`config.mk`:
```
export PLATFORM = sky130hd
export DESIGN_NAME = selfrepair_top
export DESIGN_NICKNAME = d
export VERILOG_FILES = /design/src/rtl/srp_pkg.sv /design/src/rtl/sr_march_engine.sv /design/src/rtl/sr_fault_store.sv /design/src/rtl/selfrepair_top.sv
export SDC_FILE = /design/constraint.sdc
export NUM_CORES = 1
export LEC_CHECK = 0
export ABC_CLOCK_PERIOD_IN_PS = 4100
export BUFFER_PORTS_ARGS = -buffer_cell sky130_fd_sc_hd__buf_2
export CAP_MARGIN = 20
export CORE_MARGIN = 2
export CORE_UTILIZATION = 50
export DETAILED_ROUTE_END_ITERATION = 7
export GPL_ROUTABILITY_DRIVEN = 0
export PLACE_DENSITY_LB_ADDON = 0.08
export SYNTH_ARGS = -nofsm -noshare
export SYNTH_HDL_FRONTEND = slang
export SYNTH_SLANG_ARGS = --single-unit
```
`constraint.sdc`:
```
create_clock -name clk -period 4.1 [get_ports clk]
set_input_delay 0.615 -clock clk [delete_from_list [all_inputs] [get_ports clk]]
set_output_delay 0.615 -clock clk [all_outputs]
set_load 0.005 [all_outputs]
```
`src/rtl/srp_pkg.sv`:
```
package srp_pkg;

    typedef enum logic [1:0] {
        PH_IDLE   = 2'd0,
        PH_TEST   = 2'd1,
        PH_RETEST = 2'd2,
        PH_DONE   = 2'd3
    } phase_t;

    localparam logic [1:0] RES_CLEAN  = 2'b00;
    localparam logic [1:0] RES_OVFL   = 2'b01;
    localparam logic [1:0] RES_PASS   = 2'b10;
    localparam logic [1:0] RES_FAIL   = 2'b11;

    localparam int NUM_ELEM = 6;

    typedef struct packed {
        logic rd;
        logic val;
    } march_op_t;

    // element 0: write 0; 1..4: read then write; 5: read 0
    function automatic logic elem_two_ops(input logic [2:0] e);
        return (e != 3'd0) && (e != 3'd5);
    endfunction

    function automatic logic elem_down(input logic [2:0] e);
        return (e == 3'd3) || (e == 3'd4);
    endfunction

    function automatic march_op_t march_op(input logic [2:0] e, input logic i);
        march_op_t o;
        o.rd = (i == 1'b0) && (e != 3'd0);
        case (e)
            3'd1, 3'd3: o.val = i;
            3'd2, 3'd4: o.val = ~i;
            default:    o.val = 1'b0;
        endcase
        return o;
    endfunction

endpackage

```
`src/rtl/sr_march_engine.sv`:
```
module sr_march_engine
    import srp_pkg::*;
#(
    parameter int AW     = 6,
    parameter int DW     = 32,
    parameter int NORMAL = 60
) (
    input  logic          clk,
    input  logic          rst_n,
    input  logic          start,
    input  logic [DW-1:0] rdata,
    output logic [AW-1:0] addr,
    output logic          we,
    output logic [DW-1:0] wdata,
    output logic          fail,
    output logic          done
);
    localparam logic [AW-1:0] LAST = AW'(NORMAL - 1);

    logic       busy;
    logic [2:0] elem;
    logic       opi;
    march_op_t  op;
    logic       last_op;
    logic       at_end;

    assign op      = march_op(elem, opi);
    assign last_op = elem_two_ops(elem) ? opi : 1'b1;
    assign at_end  = elem_down(elem) ? (addr == '0) : (addr == LAST);

    assign we    = busy && !op.rd;
    assign wdata = {DW{op.val}};
    assign fail  = busy && op.rd && (rdata != {DW{op.val}});

    always_ff @(posedge clk) begin
        if (!rst_n) begin
            busy <= 1'b0;
            done <= 1'b0;
            elem <= '0;
            opi  <= 1'b0;
            addr <= '0;
        end else if (start) begin
            busy <= 1'b1;
            done <= 1'b0;
            elem <= '0;
            opi  <= 1'b0;
            addr <= '0;
        end else if (busy) begin
            if (!last_op) begin
                opi <= 1'b1;
            end else begin
                opi <= 1'b0;
                if (at_end) begin
                    if (elem == 3'(NUM_ELEM - 1)) begin
                        busy <= 1'b0;
                        done <= 1'b1;
                    end else begin
                        elem <= elem + 3'd1;
                        addr <= elem_down(elem + 3'd1) ? LAST : '0;
                    end
                end else begin
                    addr <= elem_down(elem) ? addr - 1'b1 : addr + 1'b1;
                end
            end
        end
    end

endmodule

```
`src/rtl/sr_fault_store.sv`:
```
module sr_fault_store #(
    parameter int AW     = 6,
    parameter int SPARES = 4,
    parameter int NORMAL = 60
) (
    input  logic          clk,
    input  logic          rst_n,
    input  logic          clear,
    input  logic          rec_en,
    input  logic [AW-1:0] rec_addr,
    input  logic [AW-1:0] a_addr,
    output logic          a_hit,
    output logic [AW-1:0] a_spare,
    input  logic [AW-1:0] b_addr,
    output logic          b_hit,
    output logic [AW-1:0] b_spare,
    output logic          any_fault,
    output logic          overflow
);
    localparam int CW = $clog2(SPARES + 1);

    logic [AW-1:0]     ent_addr [SPARES];
    logic [SPARES-1:0] ent_vld;
    logic [CW-1:0]     count;
    logic [SPARES-1:0] rec_m, a_m, b_m;

    for (genvar g = 0; g < SPARES; g++) begin : g_cmp
        assign rec_m[g] = ent_vld[g] && (ent_addr[g] == rec_addr);
        assign a_m[g]   = ent_vld[g] && (ent_addr[g] == a_addr);
        assign b_m[g]   = ent_vld[g] && (ent_addr[g] == b_addr);
    end

    always_comb begin
        a_spare = '0;
        b_spare = '0;
        for (int k = SPARES - 1; k >= 0; k--) begin
            if (a_m[k]) a_spare = AW'(NORMAL + k);
            if (b_m[k]) b_spare = AW'(NORMAL + k);
        end
    end

    assign a_hit     = |a_m;
    assign b_hit     = |b_m;
    assign any_fault = (count != '0);

    always_ff @(posedge clk) begin
        if (!rst_n || clear) begin
            ent_vld  <= '0;
            count    <= '0;
            overflow <= 1'b0;
        end else if (rec_en && !(|rec_m)) begin
            if (count == CW'(SPARES)) begin
                overflow <= 1'b1;
            end else begin
                for (int k = 0; k < SPARES; k++) begin
                    if (CW'(k) == count) begin
                        ent_addr[k] <= rec_addr;
                        ent_vld[k]  <= 1'b1;
                    end
                end
                count <= count + 1'b1;
            end
        end
    end

endmodule

```
`src/rtl/selfrepair_top.sv`:
```
module selfrepair_top
    import srp_pkg::*;
#(
    parameter int AW     = 6,
    parameter int DW     = 32,
    parameter int SPARES = 4
) (
    input  logic          clk,
    input  logic          rst_n,
    input  logic          test_mode,
    input  logic          repair_en,
    input  logic [AW-1:0] sys_addr,
    input  logic          sys_we,
    input  logic [DW-1:0] sys_wdata,
    output logic [DW-1:0] sys_rdata,
    output logic [AW-1:0] ram_addr,
    output logic          ram_we,
    output logic [DW-1:0] ram_wdata,
    input  logic [DW-1:0] ram_rdata,
    output logic          done,
    output logic [1:0]    result
);
    localparam int DEPTH = 1 << AW;
    localparam int NORMAL = DEPTH - SPARES;
    localparam logic [AW-1:0] NORM_A = AW'(NORMAL);

    phase_t        phase;
    logic          retest_bad;
    logic          eng_start, eng_we, eng_fail, eng_done;
    logic [AW-1:0] eng_addr;
    logic [DW-1:0] eng_wdata;
    logic          fs_any, fs_ovf;
    logic          hit_eng, hit_sys;
    logic [AW-1:0] spare_eng, spare_sys;
    logic          store_clear, store_rec;

    assign eng_start   = (phase == PH_IDLE && test_mode)
                      || (phase == PH_TEST && eng_done && fs_any && !fs_ovf);
    assign store_clear = (phase == PH_IDLE) && test_mode;
    assign store_rec   = eng_fail && (phase == PH_TEST);

    sr_march_engine #(.AW(AW), .DW(DW), .NORMAL(NORMAL)) u_eng (
        .clk   (clk),
        .rst_n (rst_n),
        .start (eng_start),
        .rdata (ram_rdata),
        .addr  (eng_addr),
        .we    (eng_we),
        .wdata (eng_wdata),
        .fail  (eng_fail),
        .done  (eng_done)
    );

    sr_fault_store #(.AW(AW), .SPARES(SPARES), .NORMAL(NORMAL)) u_store (
        .clk       (clk),
        .rst_n     (rst_n),
        .clear     (store_clear),
        .rec_en    (store_rec),
        .rec_addr  (eng_addr),
        .a_addr    (eng_addr),
        .a_hit     (hit_eng),
        .a_spare   (spare_eng),
        .b_addr    (sys_addr),
        .b_hit     (hit_sys),
        .b_spare   (spare_sys),
        .any_fault (fs_any),
        .overflow  (fs_ovf)
    );

    // RAM input multiplexer
    always_comb begin
        if (test_mode) begin
            ram_addr  = (phase == PH_RETEST && hit_eng) ? spare_eng : eng_addr;
            ram_we    = eng_we;
            ram_wdata = eng_wdata;
        end else begin
            ram_addr  = (repair_en && hit_sys) ? spare_sys : sys_addr;
            ram_we    = sys_we && !(repair_en && sys_addr >= NORM_A);
            ram_wdata = sys_wdata;
        end
    end

    assign sys_rdata = ram_rdata;
    assign done      = (phase == PH_DONE);

    always_ff @(posedge clk) begin
        if (!rst_n) begin
            phase      <= PH_IDLE;
            result     <= RES_CLEAN;
            retest_bad <= 1'b0;
        end else begin
            case (phase)
                PH_IDLE: begin
                    if (test_mode) phase <= PH_TEST;
                end
                PH_TEST: begin
                    if (eng_done) begin
                        if (!fs_any) begin
                            phase  <= PH_DONE;
                            result <= RES_CLEAN;
                        end else if (fs_ovf) begin
                            phase  <= PH_DONE;
                            result <= RES_OVFL;
                        end else begin
                            phase      <= PH_RETEST;
                            retest_bad <= 1'b0;
                        end
                    end
                end
                PH_RETEST: begin
                    if (eng_fail) retest_bad <= 1'b1;
                    if (eng_done) begin
                        phase  <= PH_DONE;
                        result <= retest_bad ? RES_FAIL : RES_PASS;
                    end
                end
                default: ;
            endcase
        end
    end

endmodule

```
# ---- Word-level counts from Yosys, hierarchy flattened
# Memory sizes are Yosys's and may differ from the RTL's.
# Index checks and enable logic that the tools add are counted.
dict set report totals {
  ff_bits 25
  ramBits 24
  input_bits 75
  out_inout_bits 74
  wordCells 188
  n_memories 1
}
dict set report op_classes {
  add_sub_neg 4
  order_cmp 1
  n_eq_ne 33
  n_mux 72
  n_bitwise 4
  reduce_logical 59
}
# memory words word_bits read_ports rd_ports_with_merged_regs wr line
set memory_table {}
lappend memory_table {u_store.ent_addr 4 6 4 0 1 sr_fault_store.sv:22} ;# logic [AW-1:0] ent_addr [SPARES];
# cell count
set ops {}
lappend ops {{$mux W6} 18}
lappend ops {{$eq A6 B6 Y1} 8}
lappend ops {{$mux W1} 39}
lappend ops {{$mux W32} 1}
lappend ops {{$ne A32 B32 Y1} 1}
lappend ops {{$logic_and A1 B1 Y1} 23}
lappend ops {{$mux W2} 10}
lappend ops {{$reduce_or A6 Y1} 3}
lappend ops {{$reduce_and A4 Y1} 4}
lappend ops {{$reduce_and A3 Y1} 5}
lappend ops {{$eq A3 B3 Y1 const B} 4}
lappend ops {{$ne A2 B2 Y1 const B} 5}
lappend ops {{$eq A3 B2 Y1 const B} 3}
lappend ops {{$reduce_bool A3 Y1} 3}
lappend ops {{$reduce_or A4 Y1} 2}
lappend ops {{$add A3 B1 Y3 const B} 2}
lappend ops {{$add A6 B1 Y6 const B} 1}
lappend ops {{$eq A2 B3 Y1 const A} 2}
lappend ops {{$eq A6 B6 Y1 const B} 1}
lappend ops {{$ge A6 B6 Y1 const B} 1}
lappend ops {{$logic_not A6 Y1} 1}
lappend ops {{$pmux W2 S3} 1}
lappend ops {{$reduce_or A2 Y1} 3}
lappend ops {{$sub A6 B1 Y6 const B} 1}
lappend ops {{17 further kinds} 31}

# ---- Depth between registers and ports, before layout
# Gate-level depths: netlist of the first run.
dict set report logic_depth {
  depth_word 14
  depth_mapped 10
  depth_no_buf 10
}

# ---- Cells and area by module
# Synthesis of the first run repeated with hierarchy kept, for this count alone.
dict set report unflattened {
  hier_cells 508
  area_unflattened_um2 4694.5
}
# mod instances cells_each area_each_um2 seq_area_each_um2
set by_module_without_submodules {}
lappend by_module_without_submodules {sr_fault_store 1 195 2120.8 880.8}
lappend by_module_without_submodules {sr_march_engine 1 159 1332.5 240.2}
lappend by_module_without_submodules {selfrepair_top 1 154 1241.2 100.1}

# ---- Worst setup path before layout of the first run
# Ideal clock, no wire load.
dict set report synth_timing {
  path_type {input to output}
  from {in sys_addr[3]}
  to {out ram_addr[0]}
  arrival_time_ns 1.951
  required_ns 3.485
  slack_ns 1.534
  cell_stages 7
  path_buffers 1
  path_cell_list {clkbuf_1 xnor2_1 nand4_1 nor4_1 nor2b_1 o21a_1 o31ai_1}
}
dict set report synth_via {
  elab_chain_len 8
  word_cells_on_any_way 16
  cone_classes {eq/ne (4); mux (6); reduce/logical (6)}
}
# item line
set synth_lines {}
lappend synth_lines {{start, declared} selfrepair_top.sv:12} ;# input logic [AW-1:0] sys_addr,
lappend synth_lines {{$eq A6 B6 Y1} sr_fault_store.sv:30} ;# assign b_m[g] = ent_vld[g] && (ent_addr[g] == b_addr);
lappend synth_lines {{$logic_and A1 B1 Y1} sr_fault_store.sv:30}
lappend synth_lines {{$mux W6 (4 in a row)} sr_fault_store.sv:38} ;# if (b_m[k]) b_spare = AW'(NORMAL + k);
lappend synth_lines {{$mux W6 *} selfrepair_top.sv:77} ;# ram_addr = (repair_en && hit_sys) ? spare_sys : sys_addr;
lappend synth_lines {{$mux W6 *} selfrepair_top.sv:72} ;# if (test_mode) begin
lappend synth_lines {{end, declared} selfrepair_top.sv:16} ;# output logic [AW-1:0] ram_addr,
# Mark *: on every way between the ends. The rest lies on a longest branch, timed or not.

# ---- Worst setup path in the final report of the first run
dict set report layout_timing {
  from {reg u_eng.addr[4]}
  to {out ram_addr[5]}
}
dict set report layout_via {
  elab_chain_len 8
  word_cells_on_any_way 16
  cone_classes {eq/ne (4); mux (6); reduce/logical (6)}
}
# item line
set layout_lines {}
lappend layout_lines {{start, declared} sr_march_engine.sv:12} ;# output logic [AW-1:0] addr,
lappend layout_lines {{start signal, assigned} sr_march_engine.sv:59} ;# addr <= elem_down(elem + 3'd1) ? LAST : '0;
lappend layout_lines {{start signal, assigned} sr_march_engine.sv:62} ;# addr <= elem_down(elem) ? addr - 1'b1 : addr + 1'b1;
lappend layout_lines {{$eq A6 B6 Y1} sr_fault_store.sv:29} ;# assign a_m[g] = ent_vld[g] && (ent_addr[g] == a_addr);
lappend layout_lines {{$logic_and A1 B1 Y1} sr_fault_store.sv:29}
lappend layout_lines {{$mux W6 (4 in a row)} sr_fault_store.sv:37} ;# if (a_m[k]) a_spare = AW'(NORMAL + k);
lappend layout_lines {{$mux W6 *} selfrepair_top.sv:73} ;# ram_addr = (phase == PH_RETEST && hit_eng) ? spare_eng : eng_addr;
lappend layout_lines {{$mux W6 *} selfrepair_top.sv:72}
# Marked as above.

==> impl_results.md, run 1 <==
- Cell internal power dissipation: ~0.9 mW
- Number of distinct library cells after synthesis: 58
- EDFF count, synth: 24
- Number of diodes added for antenna fixing: 0
- Register share of total power: 0.445
- Detailed Route Iter0 Violations: ~160
- Number of cells produced by synthesis: between 400 and 500
- Number of buffers added by the clock tree synthesis step: 5
- Share of power burned in combinational logic: 0.309
- Initial antenna violation count: 0
- Power density over the cells: roughly 300 nW/um^2
- Number of levels in the clock H-tree: 2
- Number of warnings reported in the yosys synthesis log: 0
- Clock Power Share: 0.246
- Full die area: about 8400 um^2
- WP data required: 3.48 ns
- Total power consumption of the routed design: roughly 1.3 mW
- Fin crit share: 0.817
- Source of the worst register-to-register timing path: u_eng.elem[1]
- Cell Count, Final, Fillers Out: between 600 and 700
- Root buf cell: clkbuf_8
- Horiz. Die Dim: 91.9 um
- Most used flip-flop cell after synthesis: dfxtp_1
- Post-route antenna net violation count: 0
- Delay-heaviest family, CP: simple AND/OR/NAND/NOR gates
- Via count of the first global-routing pass: ~3,000
- Die span in y: slightly above 90 um
- Switching share of power: 0.332
- Yosys top cell area share: 0.187
- Quantity of gates resized following cts: 0
- Destination of the worst hold path: u_store.count[0]
- Area contributors post-synth: edfxtp_1, dfxtp_1, buf_4, o21a_1, xnor2_1
- CP startpoint kind: register
- Core area: approximately 7600 um^2
- Total detailed-routing wirelength: 10,100 um
- Std cell rows: 32
- Buffers added on ports: roughly 150
- Number of flip-flops and latches in the synthesized netlist: 49
- CTS max path bufs: 2
- Proportion of synthesized flip-flops having asynchronous set or reset: 0
- Total nets after synthesis: about 510
- Count of buffering cells on the critical path with inverters included: 1
- Post-CTS clock slew at the launch and capture registers of the worst setup and hold paths: around 0.090 ns
- Worst Hold Launch: u_store.count[0]
- Cell with the biggest individual delay on the critical path: dfxtp_1
- Final critical path time including I/O delays and setup: ~3.4 ns
- Number of I/O pins: around 150
- Clock sinks: just under 50
- Register-to-register path setup slack: between 1 and 1.5 ns
- Nature of the critical path endpoint: output pin
- Yosys top cell by area: edfxtp_1
- Leakage power total: roughly 1.9 nW
- Wire length per cell after detailed routing: roughly 16 um
- Global-route wire length before repair: 15,700 um
- Start-to-end type of the worst setup path: reg -> out
- Largest net degree at the start of global routing: between 40 and 50
- Area grow syn2layout: 16.2%
- Placed instance count: between 600 and 700
- Netlist area before placement: 3860 um^2
- Initial standard-cell utilization of the core: 0.507
- Clock latency on the worst-skew pair: around 0.30 ns
- Critical Path Max Stage Delay: roughly 0.75 ns
- Endpoint arrival time on the critical path: roughly 2.7 ns
- Worst hold path stage count: 2
- Final layout net count: 613
- Maxcap violations: 0
- Post-Route Skew: approximately 0.011 ns
- Final routed DRC violation total: 0
- Depth of the most critical reg-to-reg path: 8
- CTS Hold Buffers Added: 0
- Max-slew violation total from the final report: 0
- Hold/Removal Path Class: reg -> reg
- Run status: complete, no violations
- Peak clock frequency supported by timing: a little under 0.3 GHz
- IR drop worst, VDD: around 220 uV
- Detailed-placement wirelength estimate: ~8000 um
- Fraction of layout instances using a drive strength above 1: 0.329
- GRT Total Usage: 0.231
- Setup repair after global routing missed its margin: false
- Average cell area after synthesis: 9.23 um^2
- Avg Vias per Cell: 5.44
- Clock tree from TritonCTS: built
- Final count of hold timing violations: 0
- Sum of overflow across all layers after global routing: 0
- Number of setup violations in the final report: 0
- Proportion of synthesized chip area in sequential cells: 0.316
- Relative slew slack: 0.436
- Count of TritonRoute iterations in the first routing pass: 4
- Tightest Pin Transition: around 0.84 ns
- Post-CTS repair timing setup buffer count: 0
- Highest fanout seen on the critical path: 13
- Via Count: between 3,000 and 4,000
- Net switching component of the power: between 0.4 and 0.5 mW
- R2R Path End: u_store.ent_addr[2][3]
- Setup TNS: 0 ns
- Filler cell count in the final layout: 692
- Ordered list of cells on the worst path: xnor2_1 -> nand4_1 -> or4_4 -> and4_1 -> o21ai_2 -> o22a_1 -> buf_2
-- power by group through the flow --
stage	Sequential, mW	Clock [mW]	Combinational (mW)
floorplan	0.574	0	0.321
global placement	0.609	0	0.410
detailed placement	0.612	0	0.413
CTS	0.600	0.340	0.415
global route	0.607	0.357	0.461
finish	0.601	0.332	0.417
-- per-layer routing --
| metal | vias up | global-route usage | share of wire |
|---|---|---|---|
| li1 | 1690 | - | - |
| met1 | 1582 | 0.340 | 0.48 |
| met2 | 97 | 0.362 | 0.45 |
| met3 | 10 | 0.0353 | 0.057 |
| met4 | 0 | 0.0485 | 0.012 |
| met5 | - | 0 | 0 |
-- logic make-up (layout without fill, tap and decap cells) --
kind of cell | after synthesis | after routing | synth area share
multiplexers | 9 | 9 | 0.0246
flip-flops | 49 | 49 | 0.316
AO/OA/AOI/OAI | 100 | 100 | 0.191
XOR/XNOR | 53 | 53 | 0.120
adder cells (fa/ha/maj) | 20 | 20 | 0.0668
buffers and inverters | 73 | 174 | 0.116
AND/OR/NAND/NOR | 114 | 114 | 0.165
-- layout by cell type, fill, tap and decap left out, types with 5 or more instances in the layout --
| cell type | count |
|---|---|
| buf_2 | 148 |
| o21a_1 | 35 |
| xnor2_1 | 28 |
| xor2_1 | 25 |
| dfxtp_1 | 25 |
| edfxtp_1 | 24 |
| nor2_1 | 23 |
| nand4_1 | 19 |
| ha_1 | 19 |
| nand2_1 | 18 |
| nor4_1 | 17 |
| inv_1 | 14 |
| a21oi_1 | 13 |
| o21ai_0 | 11 |
| mux2i_1 | 8 |
| a41oi_1 | 7 |
| nand3_1 | 6 |
| clkbuf_8 | 6 |
| nor2b_1 | 5 |
-- how the worst max path moves through the flow --
stage          cells after the start     endpoint     startpoint  slack [ns]
2_1_floorplan                      7  ram_addr[0]    sys_addr[3]        1.53
3_3_place_gp                       8  ram_addr[5]    sys_addr[2]        1.11
3_5_place_dp                       7  ram_addr[5]  u_eng.addr[0]        1.11
4_1_cts                            7  ram_addr[5]  u_eng.addr[4]        0.76
5_1_grt                            7  ram_addr[5]  u_eng.addr[0]        0.60
6_report                           7  ram_addr[5]  u_eng.addr[4]        0.75
-- synth_stat cells (all sizes together) (2+ instances only) --
cell,n
buf,43
o21a,35
xnor2,28
dfxtp,25
xor2,25
edfxtp,24
nor2,24
ha,19
nand4,19
nand2,18
nor4,17
clkbuf,16
inv,14
a21oi,13
o21ai,13
mux2i,8
a41oi,7
nor3,7
nand3,6
a211oi,5
nor2b,5
o211ai,5
o22a,4
or4,4
a21boi,3
a21o,3
nor3b,3
a31oi,2
and2,2
and4,2
nand3b,2
-- worst reg2reg max path, cell delays in order, from the launching register on --
cell and delay, ns:
dfxtp_1 0.41, inv_1 0.08, ha_1 0.24, mux2i_1 0.23, o211ai_1 0.14, nand3_1 0.09, and3b_1 0.38, nand3_1 0.20
nor3b_1 0.73
-- flip-flops by register name (all words and copies together) (netlist names) --
name	flops
phase	2
result	2
retest_bad	1
u_eng.addr	6
u_eng.busy	1
u_eng.done	1
u_eng.elem	3
u_eng.opi	1
u_store.count	3
u_store.ent_addr	24
u_store.ent_vld	4
u_store.overflow	1
-- area by class of cell --
class	count	area [um^2]	area share
multi-input cells	296	2200	0.489
flip-flops and latches	49	1220	0.272
repair buffers	152	778	0.173
well taps	102	128	0.0284
clock buffers	8	111	0.0248
inverters	14	52.6	0.0117
-- metrics by stage --
step | cell area [um^2] | hold slack (ns) | setup slack (ns) | utilization
floorplan | 3860 | 0.458 | 1.53 | -
global placement | 4360 | 0.476 | 1.11 | 0.573
detailed placement | 4380 | 0.490 | 1.11 | 0.575
CTS | 4490 | 0.513 | 0.759 | 0.590
global route | 4490 | 0.551 | 0.600 | 0.590
finish | 4490 | 0.509 | 0.748 | 0.590
(Power assumes the default switching activity.)
==> run 2, diff against run 1 <==
- ABC_AREA: unset -> 1
- ABC_CLOCK_PERIOD_IN_PS: 4100 -> 3450
- clock period: 4.1 -> 3.45 ns (I/O delays scaled with it)
==> run 2 against run 1 <==
  * Die area grew 4.6%
  * Critical endpoint is now ram_addr[0]
  * Largest power group unchanged
  * Highest routed layer unchanged
  * Utilization grew 2.0 points
  * Clock power down 5%
==> impl_results.md, run 2 <==
- WP data required: 2.93 ns (-0.55 ns)
- Number of cells produced by synthesis: 634 (+52%)
- Peak clock frequency supported by timing: about 0.35 GHz
- Relative slew slack: 0.541 (+0.105)
- Maxcap violations: 0 (unchanged)
- Depth of the most critical reg-to-reg path: 7 (-1)
- Tightest Pin Transition: 0.688 ns (-0.152 ns)
- Global-route wire length before repair: 18,400 um (+17%)
- GRT Total Usage: 0.267 (+0.0352)
- Horiz. Die Dim: 93.9 um (+2.3%)
- Final count of hold timing violations: 0 (unchanged)
- Number of I/O pins: 149 (unchanged)
- Endpoint arrival time on the critical path: 2.32 ns (-0.42 ns)
- Detailed-placement wirelength estimate: 9520 um (+20%)
- Detailed Route Iter0 Violations: 290 (+82%)
- Post-CTS repair timing setup buffer count: 0 (unchanged)
- R2R Path End: u_store.ent_addr[0][3]
- Total nets after synthesis: 729 (+42%)
- Fin crit share: 0.821
- Sum of overflow across all layers after global routing: 0 (unchanged)
- Quantity of gates resized following cts: 0 (unchanged)
- Largest net degree at the start of global routing: 39 (-11%)
- Buffers added on ports: 148 (unchanged)
- Worst Hold Launch: retest_bad
- Register share of total power: 0.432 (-0.013)
- Proportion of synthesized flip-flops having asynchronous set or reset: 0 (unchanged)
- Most used flip-flop cell after synthesis: dfxtp_1
- Number of levels in the clock H-tree: 2 (unchanged)
- Via count of the first global-routing pass: 3,895 (+29%)
- Initial standard-cell utilization of the core: 0.521 (+0.0134)
- Yosys top cell area share: 0.217 (+0.0304)
- Avg Vias per Cell: 5.04 (-7.3%)
- Max-slew violation total from the final report: 0 (unchanged)
- Area contributors post-synth: nand2_1, edfxtp_1, dfxtp_1, nor2_1, buf_4
- Final routed DRC violation total: 0 (unchanged)
- Cell with the biggest individual delay on the critical path: dfxtp_1
- Critical Path Max Stage Delay: 0.72 ns (-0.03 ns)
- EDFF count, synth: 24 (unchanged)
- Commonest cells in the netlist: nand2_1, nor2_1, inv_1
- Most common cell after layout, fill and taps aside: nand2_1
- Share of power burned in combinational logic: 0.379 (+0.070)
- Final core utilization: 0.609 (+0.0196)
- Setup repair after global routing missed its margin: false
- Core area: 7770 um^2 (+2.1%)
- Netlist area before placement: 4050 um^2 (+4.8%)
- Crit path top cell by count: nand2_1
- Via Count: 4,302 (+27%)
- Ordered list of cells on the worst path: inv_1 -> nand2_1 -> nand3_1 -> nor3_1 -> nand2_1 -> nand2_2 -> nand2_1 -> nand2_2 -> nand2_1 -> nand3_1 -> nand2_1 -> buf_2
- Most repeated cell in the gate-level netlist after synthesis: nand2_1
- Clock sinks: 49 (unchanged)
- Register-to-register path setup slack: 1.05 ns (-0.16 ns)
- Max FFs per register: 24 (unchanged)
- CTS max path bufs: 2 (unchanged)
- Placed instance count: 845 (+38%)
- Number of warnings reported in the yosys synthesis log: 0 (unchanged)
- Switching share of power: 0.375 (+0.0431)
- Count of TritonRoute iterations in the first routing pass: 5 (+1)
- Cell internal power dissipation: 1.04 mW (+15%)
- Cell Count, Final, Fillers Out: 853 (+37%)
- Die span in y: 93.9 um (+2.3%)
- Clock latency on the worst-skew pair: 0.29 ns (about the same)
- Fraction of layout instances using a drive strength above 1: 0.244 (-0.0858)
- Source of the worst register-to-register timing path: u_eng.addr[1]
- Highest fanout seen on the critical path: 16 (+3)
- Root buf cell: clkbuf_8
- Number of setup violations in the final report: 0 (unchanged)
- Post-CTS clock slew at the launch and capture registers of the worst setup and hold paths: 0.08 ns (about the same)
- Post-route antenna net violation count: 0 (unchanged)
- Final critical path time including I/O delays and setup: ~2.8 ns
- Most used cells in the layout excluding fill and tap cells: nand2_1, buf_2, nor2_1
- Worst hold path stage count: 2 (unchanged)
- Proportion of synthesized chip area in sequential cells: 0.302 (-0.0145)
- CP startpoint kind: register
- Clock Power Share: 0.189 (-0.057)
- Post-Route Skew: 0.00229 ns (-0.00901 ns)
- Number of flip-flops and latches in the synthesized netlist: 49 (unchanged)
- Run status: complete, no violations
- IR drop worst, VDD: 393 uV (+80%)
- Destination of the worst hold path: retest_bad
- Average cell area after synthesis: 6.38 um^2 (-31%)
- Net switching component of the power: 0.625 mW (+39%)
- Top reg by flops: u_store.ent_addr
- Area grow syn2layout: 17.0%
- Filler cell count in the final layout: 774 (+12%)
- Setup TNS: 0 ns (unchanged)
- Total detailed-routing wirelength: 11,800 um (+17%)
- Largest regs: u_store.ent_addr x24, u_eng.addr x6, u_store.ent_vld x4
- Leakage power total: 2.61 nW (+37%)
- Hold/Removal Path Class: reg -> reg
- Yosys top cell by area: nand2_1
- Number of diodes added for antenna fixing: 0 (unchanged)
- Number of distinct library cells after synthesis: 36 (-38%)
- CTS Hold Buffers Added: 0 (unchanged)
- Clock tree from TritonCTS: built
- Nature of the critical path endpoint: output pin
- Wire length per cell after detailed routing: 13.8 um (-15%)
- Full die area: 8830 um^2 (+4.6%)
- Start-to-end type of the worst setup path: reg -> out
- Power density over the cells: 352 nW/um^2 (+17%)
- Std cell rows: 32 (unchanged)
- Number of buffers added by the clock tree synthesis step: 5 (unchanged)
- Initial antenna violation count: 0 (unchanged)
- Final layout net count: 845 (+38%)
==> run 2: cell types whose count changed after synthesis, moves of 8 or more <==
cell / before / now
inv_1: 14 / 68
nand4_1: 19 / 8
a21oi_1: 13 / 23
o21ai_0: 11 / 30
xor2_1: 25 / 8
clkbuf_1: 16 / 8
nand2_1: 18 / 234
mux2i_1: 8 / 0
xnor2_1: 28 / 1
nand3_1: 6 / 27
o21a_1: 35 / 0
nor2_1: 23 / 74
nor4_1: 17 / 0
==> run 2: layout make-up <==
cell class	instances	area, um^2	share of cell area
clock buffers	7	76.3	0.0161
inverters	76	285	0.0603
repair buffers	152	771	0.163
well taps	102	128	0.0270
multi-input cells	466	2250	0.475
clock inverters	1	3.75	0.000793
flip-flops and latches	49	1220	0.258
==> run 2: layer usage <==
layer	up-vias	wire length [um]	global-route usage
met1	1928	4930	0.339
met4	0	247	0.0966
li1	2199	-	-
met5	-	0	0
met2	155	5660	0.461
met3	20	952	0.0353
==> run 2: power by group through the flow <==
stage                     Sequential (mW)  Clock [mW]  Combinational (mW)
after global routing                0.726       0.350               0.718
after floorplan                     0.705           0               0.428
final                               0.719       0.315               0.631
after detailed placement            0.734           0               0.628
after global placement              0.731           0               0.624
after CTS                           0.720       0.324               0.631
==> run 2: critical path: cells and delay by family (launching register included) <==
kind | cells | cell delay [ns]
buffers and inverters | 2 | 0.37
flip-flops | 1 | 0.72
AND/OR/NAND/NOR | 10 | 0.92
==> run 2: cells by family after synthesis <==
family / synth area share
DFF: 0.302
adders and majority gates: 0.0637
AOI/OAI and AO/OA: 0.0959
buffers and inverters: 0.142
and+or+nand+nor: 0.377
xor gates and xnor gates: 0.0195
==> run 2: worst max path at each step <==
stage | start | end | depth (start not counted)
3_5_place_dp | u_eng.addr[0] | ram_addr[0] | 12
3_3_place_gp | u_eng.addr[0] | ram_addr[0] | 14
2_1_floorplan | u_eng.elem[0] | u_store.ent_addr[3][0] | 11
5_1_grt | u_eng.addr[0] | ram_addr[2] | 11
6_report | u_eng.addr[0] | ram_addr[0] | 12
4_1_cts | u_eng.addr[0] | ram_addr[0] | 12
==> run 2: through the flow <==
step                      setup slack (ns)  total power, mW  hold slack (ns)  cell area [um^2]
after detailed placement             0.955             1.36            0.443              4650
after CTS                            0.618             1.67            0.455              4730
final                                0.616             1.67            0.450              4730
after floorplan                       1.40             1.13            0.426              4050
after global placement                1.02             1.36            0.439              4650
after global routing                 0.352             1.79            0.475              4730
